File: config.mk
export PLATFORM = sky130hd
export DESIGN_NAME = branch_conf_tracker
export DESIGN_NICKNAME = d
export VERILOG_FILES = /design/src/rtl/conf_pkg.sv /design/src/rtl/conf_event_route.sv /design/src/rtl/conf_dist_ctr.sv /design/src/rtl/branch_conf_tracker.sv
export SDC_FILE = /design/constraint.sdc
export NUM_CORES = 1
export LEC_CHECK = 0
export BUFFER_PORTS_ARGS = -buffer_cell sky130_fd_sc_hd__clkbuf_2
export CAP_MARGIN = 20
export CORE_ASPECT_RATIO = 1.4
export CORE_MARGIN = 8
export CORE_UTILIZATION = 60
export CTS_CLUSTER_DIAMETER = 120
export DETAILED_ROUTE_END_ITERATION = 8
export PLACE_DENSITY = 0.82
export SYNTH_ARGS = -nofsm -noshare
export SYNTH_HDL_FRONTEND = slang
export SYNTH_SLANG_ARGS = --single-unit
File: constraint.sdc
create_clock -name clk -period 2.95 [get_ports clk]
set_clock_uncertainty 0.15 [all_clocks]
set_input_delay 0.295 -clock clk [delete_from_list [all_inputs] [get_ports clk]]
set_output_delay 0.295 -clock clk [all_outputs]
set_load 0.01 [all_outputs]
File: src/rtl/conf_pkg.sv
package conf_pkg;
    localparam int N_CTX  = 8;
    localparam int DIST_W = 4;
    localparam int CTX_W  = $clog2(N_CTX);

    typedef logic [DIST_W-1:0] streak_t;
    typedef logic [CTX_W-1:0]  ctx_id_t;

    typedef struct packed {
        logic    vld;
        ctx_id_t ctx;
        logic    ok;
    } resolve_t;

    function automatic logic [1:0] strong_count(input logic loc, input logic glb);
        return {1'b0, loc} + {1'b0, glb};
    endfunction
endpackage

File: src/rtl/conf_event_route.sv
module conf_event_route
    import conf_pkg::*;
#(
    parameter int RES_PORTS = 2,
    parameter int CTX_ID    = 0,
    localparam int INC_W    = $clog2(RES_PORTS + 1)
) (
    input  resolve_t           evt [RES_PORTS],
    input  logic               flush_i,
    output logic               clr_o,
    output logic [INC_W-1:0]   inc_o
);
    logic miss;

    always_comb begin
        miss  = 1'b0;
        inc_o = '0;
        for (int p = 0; p < RES_PORTS; p++) begin
            if (evt[p].vld && (evt[p].ctx == ctx_id_t'(CTX_ID))) begin
                if (evt[p].ok) inc_o = inc_o + INC_W'(1);
                else           miss  = 1'b1;
            end
        end
        clr_o = flush_i | miss;
    end
endmodule

File: src/rtl/conf_dist_ctr.sv
module conf_dist_ctr
    import conf_pkg::*;
#(
    parameter int INC_W = 2
) (
    input  logic             clk,
    input  logic             rst,
    input  logic             clr,
    input  logic [INC_W-1:0] inc,
    output streak_t          cnt
);
    localparam int      SUM_W = DIST_W + INC_W;
    localparam streak_t TOP   = '1;

    logic [SUM_W-1:0] sum;

    always_comb sum = SUM_W'(cnt) + SUM_W'(inc);

    always_ff @(posedge clk) begin
        if (rst || clr)
            cnt <= '0;
        else if (inc != '0)
            cnt <= (sum > SUM_W'(TOP)) ? TOP : sum[DIST_W-1:0];
    end

    // a clear request empties the streak
    a_r3_clear_empties: assert property (@(posedge clk) disable iff (rst)
        clr |=> cnt == '0);
    // a full counter stays full while not cleared
    a_r4_hold_top: assert property (@(posedge clk) disable iff (rst)
        (cnt == TOP && !clr) |=> cnt == TOP);
    // without a clear the streak never shrinks
    a_r2_no_decrease: assert property (@(posedge clk) disable iff (rst)
        !clr |=> cnt >= $past(cnt));
    // untouched contexts keep their value
    a_r3_idle_stable: assert property (@(posedge clk) disable iff (rst)
        (!clr && inc == '0) |=> $stable(cnt));
endmodule

File: src/rtl/branch_conf_tracker.sv
module branch_conf_tracker
    import conf_pkg::*;
#(
    parameter int RES_PORTS = 2,
    localparam int INC_W    = $clog2(RES_PORTS + 1)
) (
    input  logic                       clk,
    input  logic                       rst,
    input  logic [RES_PORTS-1:0]       res_vld,
    input  logic [RES_PORTS*CTX_W-1:0] res_ctx,
    input  logic [RES_PORTS-1:0]       res_ok,
    input  logic [N_CTX-1:0]           flush,
    input  logic [DIST_W-1:0]          thresh,
    input  logic                       q_strength_mode,
    input  logic [CTX_W-1:0]           q_ctx,
    input  logic                       q_loc_strong,
    input  logic                       q_glb_strong,
    output logic [N_CTX-1:0]           ctx_hi,
    output logic [DIST_W-1:0]          q_dist,
    output logic [1:0]                 q_strength,
    output logic                       q_hi
);
    resolve_t evt [RES_PORTS];
    streak_t  streak [N_CTX];

    for (genvar p = 0; p < RES_PORTS; p++) begin : g_port
        always_comb begin
            evt[p].vld = res_vld[p];
            evt[p].ctx = res_ctx[p*CTX_W +: CTX_W];
            evt[p].ok  = res_ok[p];
        end
    end

    for (genvar c = 0; c < N_CTX; c++) begin : g_ctx
        logic             clr;
        logic [INC_W-1:0] inc;

        conf_event_route #(.RES_PORTS(RES_PORTS), .CTX_ID(c)) u_route (
            .evt     (evt),
            .flush_i (flush[c]),
            .clr_o   (clr),
            .inc_o   (inc)
        );

        conf_dist_ctr #(.INC_W(INC_W)) u_ctr (
            .clk (clk),
            .rst (rst),
            .clr (clr),
            .inc (inc),
            .cnt (streak[c])
        );

        always_comb ctx_hi[c] = (streak[c] >= thresh);

        // flush wins over same-cycle resolutions
        a_r6_flush_wins: assert property (@(posedge clk) disable iff (rst)
            flush[c] |=> ctx_hi[c] == (thresh == '0));
    end

    always_comb begin
        q_dist     = streak[q_ctx];
        q_strength = strong_count(q_loc_strong, q_glb_strong);
        q_hi       = q_strength_mode ? (DIST_W'(q_strength) >= thresh)
                                     : ctx_hi[q_ctx];
    end

    // strength is never above two
    a_r9_strength_range: assert property (@(posedge clk) disable iff (rst)
        q_strength != 2'd3);
    // both strong with threshold 2 in strength mode is high
    a_r10_both_strong: assert property (@(posedge clk) disable iff (rst)
        (q_strength_mode && q_loc_strong && q_glb_strong && thresh == 4'd2) |-> q_hi);
    // counters are empty right after reset
    a_r1_reset_empty: assert property (@(posedge clk)
        $past(rst) |-> q_dist == '0);
endmodule

==> results of run 1 <==
-- metrics by stage --
step	util (%)	hold slack [ns]	cells
3_3_place_gp	66.3	0.347	516
5_1_grt	67.9	0.179	523
4_1_cts	67.9	0.162	523
2_1_floorplan	-	0.320	412
6_report	67.9	0.166	523
3_5_place_dp	66.3	0.363	516
-- Yosys cell counts, types with 4 or more instances --
cell type / instances / area, sq um
nand2_1: 20 / 75.1
o21ai_0: 14 / 70.1
nor3_1: 15 / 75.1
a211oi_1: 17 / 128
buf_2: 7 / 35.0
and4b_1: 9 / 90.1
nand3_1: 7 / 35.0
fa_1: 8 / 160
mux4_2: 8 / 180
ha_1: 59 / 738
mux2i_1: 9 / 90.1
nor2b_1: 5 / 31.3
a2111o_1: 4 / 45.0
nor2_1: 44 / 165
or3_1: 4 / 25.0
a311oi_1: 4 / 35.0
a21oi_1: 14 / 70.1
a31oi_1: 10 / 62.6
dfxtp_1: 32 / 641
nand2b_1: 18 / 113
and2_1: 8 / 50.1
inv_1: 22 / 82.6
a21o_1: 11 / 82.6
-- repair_timing --
item / CTS / global route
endpoints found under the hold margin: 0 / 0
endpoints found under the setup margin: 0 / 1
buffers inserted: 0 / 0
resized for setup: 0 / 1
-- area by class of cell --
cell class / instances / area share, %
Clock buffer: 7 / 2.40
Inverter: 22 / 2.06
Multi-Input combinational cell: 346 / 71.5
Sequential cell: 32 / 16.0
Tap cell: 70 / 2.18
Timing Repair Buffer: 46 / 5.87
-- routing by layer --
metal / up-vias / share of wire [%] / GRT usage [%]
li1: 1652 / - / -
met1: 1597 / 41 / 25.5
met2: 79 / 51 / 36.8
met3: 21 / 4.3 / 3.65
met4: 0 / 4.0 / 10.7
met5: - / 0 / 0
-- worst reg2reg max path, cell delays in order (launching register included) --
cell and delay (ns):
dfxtp_1 0.35, buf_4 0.17, ha_1 0.22, fa_1 0.42, nand2_1 0.12, nand2_1 0.06, mux2i_1 0.15, nor2_1 0.05
-- kinds of logic (layout without fill, tap and decap cells) --
kind of cell | count (synthesis) | in the layout | share of synthesized area, %
fa+ha+maj | 67 | 67 | 24.5
mux | 20 | 20 | 8.29
flops | 32 | 32 | 17.5
simple gates | 161 | 161 | 26.4
compound gates | 98 | 98 | 19.0
buf+inv | 34 | 75 | 4.40
-- final timing paths --
check / startpoint / endpoint / slack, ns / cells past startpoint
worst min-delay path: flush[1] / g_ctx[1].u_ctr.cnt[0] / 0.17 / 3
worst max register to register: g_ctx[5].u_ctr.cnt[0] / g_ctx[5].u_ctr.cnt[3] / 1.15 / 7
worst max-delay path: g_ctx[1].u_ctr.cnt[0] / q_hi / 0.22 / 8
worst min register to register: g_ctx[7].u_ctr.cnt[0] / g_ctx[7].u_ctr.cnt[0] / 0.38 / 2
-- power by group --
group	switching, uW	internal (uW)	total (uW)
sequential	3.87	435	438
combinational	128	84.9	213
clock	165	208	373
total	297	727	1020
-- placed cells by master, fill, tap and decap left out, types with 4 or more instances in the layout --
master     n
nand2_1   20
a311oi_1   4
or3_1      4
o21ai_0   14
nand2b_1  18
nor3_1    15
clkbuf_2  44
mux4_2     8
a21o_1    11
fa_1       8
nor2_1    44
a21oi_1   14
and2_1     8
mux2i_1    9
a31oi_1   10
ha_1      59
nand3_1    7
inv_1     22
dfxtp_1   32
a2111o_1   4
and4b_1    9
clkbuf_8   7
a211oi_1  17
nor2b_1    5
==> metrics.yaml, run 1 <==
detailed_routing:
  dr.pass1.iters: 4
  drc: 0
  wl_per_cell_um: 17.8
  drt_iter0_markers: 223
  antenna_left: 0
  vias: 3349
  vias_per_cell: 6.40
  routed_wl_mm: 9.31
timing:
  min_period_over_period_pct: 92.5
  fmax_ghz: 0.366
  slew_headroom_pct: 57.8
  drv_slew: 0
  worst_pin_slew_ns: 0.617
  setup-tns-final_ns: 0
  post-route-min-period_ns: 2.73
  rsz0062_at_grt: "no"
  hold_viol_final: 0
  setup_viol: 0
  worst_slack_ns: 0.220
clocking:
  numCtsBuffers: 5
  ctsHtreeMaxLevel: 2
  cts_buffer_depth: 2
  ctsHoldBuffers: 0
  cts.sink_count: 32
  clk_pin_slew_ns: 0.07
  clock-root-buffer: "clkbuf_8"
  clkLatencyLatePin_ns: 0.29
  cts_tree: "done"
floorplanning:
  die-height_um: 109
  io_pins: 45
  die_area_sq_mm: 0.00891
  core.rowCount: 33
  core_area_sq_mm: 0.00590
  die_x_um: 82.1
  start_util_pct: 62.1
global_route:
  grt_pass1_wl_mm: 15.3
  grt_antenna_before_repair: 0
  grt_max_degree: 15
  overflow: 0
  first_global_vias: 3257
  grt_use_total_pct: 21.7
layout:
  antenna_cells: 0
  design_area_sq_mm: 0.00401
  multi_input_area_sq_mm: 0.00287
  largest_reg_flops: 32
  top_register: "g_ctx.u_ctr.cnt"
  drive_gt1_share_pct: 19.6
  seqCellArea_sq_um: 641
  nFillCells: 488
  top_regs: "g_ctx.u_ctr.cnt: 32 flops"
  nets: 550
  syn_to_final_growth_pct: 9.31
place:
  dp_hpwl_mm: 7.57
  place_area_sq_mm: 0.00391
  post-place-ws_ns: 0.281
  place_congestion: 0.865
  port_buffers: 44
power_and_ir_drop:
  p_leak_uw: 0.00191
  finalPower_uw: 1020
  peakVddDrop_mv: 0.352
  power_density_mw_per_mm2: 255
logic_synthesis:
  synth.distinct_cells: 60
  yosys_most_used_dff: "dfxtp_1"
  syn_avg_cell_area_sq_um: 8.90
  synthCells: 412
  yosys_warnings: 0
  synth_edf_count: 0
  synthArstFlopShare_pct: 0
  seq_area_frac_synth_pct: 17.5
  synth_nets: 509
  synth.ff_latch_count: 32
  netlist_area_sq_mm: 0.00367
worst_setup_path:
  crit_path_end_kind: "output pin"
  critPathBufInv: 2
  start_kind: "flop"
  cpPeakStageDelay_ns: 0.53
  worstPathArrival_ns: 2.29
  path_class: "reg2out"
  crit_slowest_cell: "a2111oi_1"
  crit_path_max_fanout: 3
  critPathRequiredTime_ns: 2.51
  cp_top_family: "compound AO/OA/AOI/OAI gates"
  path_cells: "inv_1, ha_1, nand2b_1, a2111oi_1, o41ai_1, a311oi_1, a211oi_1, clkbuf_2"
job:
  cap_violations: 0
run_status:
  status: "finished clean"
worst_hold_path:
  hp-class: "in2reg"
(Power assumes the default switching activity.)
==> run 2, diff against run 1 <==
--- a/config.mk
+++ b/config.mk
@@ -12,7 +12,7 @@
 export CORE_UTILIZATION = 60
 export CTS_CLUSTER_DIAMETER = 120
 export DETAILED_ROUTE_END_ITERATION = 8
-export PLACE_DENSITY = 0.82
+export PLACE_DENSITY = 0.87
 export SYNTH_ARGS = -nofsm -noshare
 export SYNTH_HDL_FRONTEND = slang
 export SYNTH_SLANG_ARGS = --single-unit
==> run 2 against run 1 <==
Effect of this change:
- utilization shrank 0.085 points
- highest routed layer unchanged
- critical path depth unchanged
- design area shrank 0.12%
- hold slack worse by 0.0023 ns
- die area unchanged
==> metrics.yaml, run 2 (synthesis results as in run 1) <==
floorplanning:
  core.rowCount: 33
  die-height_um: 109
  start_util_pct: 62.1
  io_pins: 45
  core_area_sq_mm: 0.00590
  die_x_um: 82.1
  die_area_sq_mm: 0.00891
clocking:
  numCtsBuffers: 5
  clock-root-buffer: "clkbuf_8"
  clk_pin_slew_ns: 0.08
  cts.sink_count: 32
  cts_buffer_depth: 2
  cts_setup_buffers: 0
  ctsHtreeMaxLevel: 2
  clkLatencyLatePin_ns: 0.29
  ctsHoldBuffers: 0
  cts_tree: "done"
  cts_resized: 0
layout:
  top_regs: "g_ctx.u_ctr.cnt: 32 flops"
  syn_to_final_growth_pct: 9.17
  final_cell_mix: "59 x ha_1, 44 x nor2_1, 44 x clkbuf_2"
  top_register: "g_ctx.u_ctr.cnt"
  final_cell_count_no_fill: 522
  antenna_cells: 0
  layout_commonest_cell: "ha_1"
  nets: 548
  drive_gt1_share_pct: 19.2
  design_area_sq_mm: 0.00401
  nFillCells: 481
  largest_reg_flops: 32
worst_setup_path:
  start_kind: "flop"
  crit_path_end_kind: "output pin"
  critPathRequiredTime_ns: 2.51
  worstPathArrival_ns: 2.35
  crit_path_max_fanout: 3
  path_class: "reg2out"
detailed_routing:
  topRoutingLayerUsed: "met4"
  wl_met1_mm: 3.68
  vias: 3353
  vias_per_cell: 6.42
  drt_iter0_markers: 180
  wl_met3_um: 372
  wl_per_cell_um: 17.7
  routed_wl_mm: 9.23
  antenna_left: 0
  drc: 0
  dr.pass1.iters: 5
  routed-wl-met2_mm: 4.82
run_status:
  status: "finished clean"
job:
  cap_violations: 0
timing:
  fmax_ghz: 0.358
  drv_slew: 0
  worst_pin_slew_ns: 0.606
  post-route-min-period_ns: 2.80
  slew_headroom_pct: 58.5
  hold_viol_final: 0
  setup-tns-final_ns: 0
  rsz0062_at_grt: "no"
  min_period_over_period_pct: 94.8
  whs_ns: 0.164
  setup_viol: 0
global_route:
  grt_antenna_before_repair: 0
  grt_use_total_pct: 21.8
  grt_max_degree: 15
  grt_pass1_wl_mm: 15.6
  overflow: 0
  first_global_vias: 3389
place:
  port_buffers: 44
  post-place-cells: 514
  place_area_sq_mm: 0.00390
  dp_hpwl_mm: 7.45
  place_congestion: 0.889
power_and_ir_drop:
  power_density_mw_per_mm2: 269
  peakVddDrop_mv: 0.281
  p_leak_uw: 0.00190
  finalPower_uw: 1080
worst_hold_path:
  hp-class: "in2reg"
run 2: critical path, stage by stage, from the launching register on:
cell,delay (ns)
dfxtp_1,0.36
inv_1,0.09
ha_1,0.27
nand2b_1,0.14
a2111oi_0,0.58
o41ai_1,0.12
a311oi_1,0.24
a211oi_1,0.11
clkbuf_2,0.15
run 2: through the flow:
step / utilization (%) / setup slack [ns]
after floorplan: - / 0.516
after global placement: 66.0 / 0.341
after detailed placement: 66.0 / 0.309
after CTS: 67.8 / 0.173
after global routing: 67.8 / 0.00621
final: 67.8 / 0.153
run 2: report_power, final:
group          internal (uW)  leakage [uW]  switching, uW
sequential               434      0.000258           3.96
clock                    251     0.0000552            179
combinational           84.7       0.00159            126
run 2: path summary, 6_finish.rpt:
check,from,end,slack (ns),cells after the start
worst max-delay path,g_ctx[1].u_ctr.cnt[0],q_hi,0.15,8
worst min-delay path,flush[1],g_ctx[1].u_ctr.cnt[3],0.16,3
worst max register to register,g_ctx[6].u_ctr.cnt[0],g_ctx[6].u_ctr.cnt[3],1.30,4
worst min register to register,g_ctx[0].u_ctr.cnt[0],g_ctx[0].u_ctr.cnt[0],0.39,2
run 2: per-layer routing:
metal	GRT usage, %	vias up
li1	-	1650
met1	24.3	1589
met2	38.9	88
met3	3.07	26
met4	10.3	0
met5	0	-
run 2: cell type report:
type / instances / area (sq um) / area share (%)
Clock buffer: 6 / 72.6 / 1.81
Clock inverter: 2 / 35.0 / 0.875
Inverter: 22 / 82.6 / 2.06
Multi-Input combinational cell: 346 / 2870 / 71.6
Sequential cell: 32 / 641 / 16.0
Tap cell: 70 / 87.6 / 2.19
Timing Repair Buffer: 44 / 220 / 5.50
==> run 3, diff against run 2 <==
--- a/config.mk
+++ b/config.mk
@@ -5,6 +5,7 @@
 export SDC_FILE = /design/constraint.sdc
 export NUM_CORES = 1
 export LEC_CHECK = 0
+export ABC_AREA = 1
 export BUFFER_PORTS_ARGS = -buffer_cell sky130_fd_sc_hd__clkbuf_2
 export CAP_MARGIN = 20
 export CORE_ASPECT_RATIO = 1.4
==> run 3 against run 2 <==
Effect of this change:
- wire length is 10% higher
- design area is 1.4% higher
- power is 7.2% lower
- non-clock buffer count is 1 higher
- cell count is 27% higher
- count of clock-buffer cells in the layout stayed put
- critical endpoint is now g_ctx[3].u_ctr.cnt[0]
==> metrics.yaml, run 3 <==
run_status:
  status: "finished clean"
logic_synthesis:
  synth_top_area_share_pct: 20.0
  netlist_area_sq_mm: 0.00370
  synthCells: 546
  syn_avg_cell_area_sq_um: 6.77
  synth.ff_latch_count: 32
  yosys_most_used_dff: "dfxtp_1"
  synth_nets: 643
  yosys_warnings: 0
  synthArstFlopShare_pct: 0
  synth_top_area_cell: "ha_1"
  synth_common_cells: "92 x nand2_1, 81 x inv_1, 59 x ha_1"
  synth.most_common_cell: "nand2_1"
  synth_area_leaders: "ha_1 20%, dfxtp_1 17%, nand2_1 9.3%"
  synth_edf_count: 0
  seq_area_frac_synth_pct: 17.3
  synth.distinct_cells: 40
global_route:
  grt_max_degree: 18
  grt_antenna_before_repair: 0
  overflow: 0
  first_global_vias: 3989
  grt_use_total_pct: 23.8
  grt_pass1_wl_mm: 17.1
detailed_routing:
  drc: 0
  dr.pass1.iters: 5
  vias: 4006
  antenna_left: 0
  routed_wl_mm: 10.2
  wl_met3_um: 674
  topRoutingLayerUsed: "met4"
  wl_per_cell_um: 15.3
  drt_iter0_markers: 218
  vias_per_cell: 6.03
  routed-wl-met2_mm: 5.20
  wl_met1_mm: 3.82
layout:
  antenna_cells: 0
  final_cell_mix: "92 x nand2_1, 81 x inv_1, 59 x ha_1"
  drive_gt1_share_pct: 14.2
  nets: 689
  top_register: "g_ctx.u_ctr.cnt"
  largest_reg_flops: 32
  syn_to_final_growth_pct: 9.92
  top_regs: "g_ctx.u_ctr.cnt: 32 flops"
  layout_commonest_cell: "nand2_1"
clocking:
  cts_tree: "done"
  ctsHoldBuffers: 0
  clock-root-buffer: "clkbuf_8"
  cts_buffer_depth: 2
  clk_pin_slew_ns: 0.07
  cts.sink_count: 32
  numCtsBuffers: 5
  cts_resized: 0
  cts_setup_buffers: 0
  clkLatencyLatePin_ns: 0.29
  ctsHtreeMaxLevel: 2
timing:
  slew_headroom_pct: 38.6
  fmax_ghz: 0.406
  drv_slew: 0
  setup_viol: 0
  hold_viol_final: 0
  whs_ns: 0.141
  worst_pin_slew_ns: 0.907
  rsz0062_at_grt: "no"
  setup-tns-final_ns: 0
  post-route-min-period_ns: 2.47
  min_period_over_period_pct: 83.6
worst_setup_path:
  worstPathArrival_ns: 2.47
  critPathRequiredTime_ns: 2.96
  path_cells: "clkbuf_2, inv_2, nor3_2, ha_1, nand2_1, nand2_1, ha_1, fa_1, nand3_1, inv_1, o21ai_0, a21oi_1"
  crit_path_end_kind: "flop"
  crit_slowest_cell: "fa_1"
  crit_path_max_fanout: 9
  cpPeakStageDelay_ns: 0.43
  path_class: "in2reg"
  start_kind: "primary input"
power_and_ir_drop:
  peakVddDrop_mv: 0.245
  p_sw_uw: 328
  p_seq_share_pct: 43.3
  p_leak_uw: 0.00220
  swShare_pct: 32.8
  power_frac_comb_pct: 23.6
  clockPowerShare_pct: 33.1
  power_density_mw_per_mm2: 247
  p_int_uw: 673
place:
  dp_hpwl_mm: 8.11
  place_congestion: 0.935
  port_buffers: 44
floorplanning:
  start_util_pct: 60.8
  die_area_sq_mm: 0.00896
  die-height_um: 109
  io_pins: 45
  die_x_um: 82.3
  core_area_sq_mm: 0.00608
  core.rowCount: 34
job:
  cap_violations: 0
worst_hold_path:
  hp-class: "in2reg"
## run 3: area by class of cell
cell class                 instances  area (sq um)
tap                               72          90.1
clock buffer                       6          72.6
timing repair buffer              45           228
clock inverter                     1          5.00
fill                             544          2020
sequential                        32           641
multi-input combinational        420          2700
inverter                          88           330
## run 3: logic make-up after synthesis
logic type | count (synthesis) | share of synthesized area, %
simple gates | 234 | 30.4
compound gates | 115 | 17.3
buf+inv | 94 | 9.72
fa+ha+maj | 67 | 24.3
flops | 32 | 17.3
xor+xnor | 4 | 0.948
## run 3: final timing paths
path	cells after the start	start	to	slack, ns
worst min register to register	2	g_ctx[4].u_ctr.cnt[0]	g_ctx[4].u_ctr.cnt[0]	0.36
worst max register to register	6	g_ctx[0].u_ctr.cnt[0]	g_ctx[0].u_ctr.cnt[2]	1.15
worst max-delay path	12	res_ok[0]	g_ctx[3].u_ctr.cnt[0]	0.48
worst min-delay path	4	flush[5]	g_ctx[5].u_ctr.cnt[2]	0.14
## run 3: worst max-delay path: cells and delay by family
family,cells,cell delay (ns)
buffers and inverters,3,0.41
AOI/OAI and AO/OA,2,0.27
and+or+nand+nor,4,0.57
adders and majority gates,3,0.92
## run 3: power groups by stage
stage | Clock, uW | Combinational (uW) | Sequential, uW
finish | 331 | 236 | 434
global route | 350 | 265 | 434
CTS | 335 | 233 | 434
detailed placement | 0 | 232 | 444
global placement | 0 | 222 | 444
floorplan | 0 | 145 | 444
## run 3: through the flow
step	instance area, sq um	worst slack (ns)	total power (uW)	utilization, %	std cells
after global placement	3990	0.294	666	65.5	657
after CTS	4060	0.492	1000	66.8	664
after detailed placement	3990	0.188	676	65.5	657
final	4060	0.484	1000	66.8	664
after floorplan	3700	0.530	588	-	546
after global routing	4060	0.337	1050	66.8	664
## run 3: layer usage
layer  track usage [%]  vias to the layer above
li1                  -                     1950
met1              25.0                     1852
met2              42.8                      158
met3              4.29                       46
met4              12.8                        0
met5                 0                        -
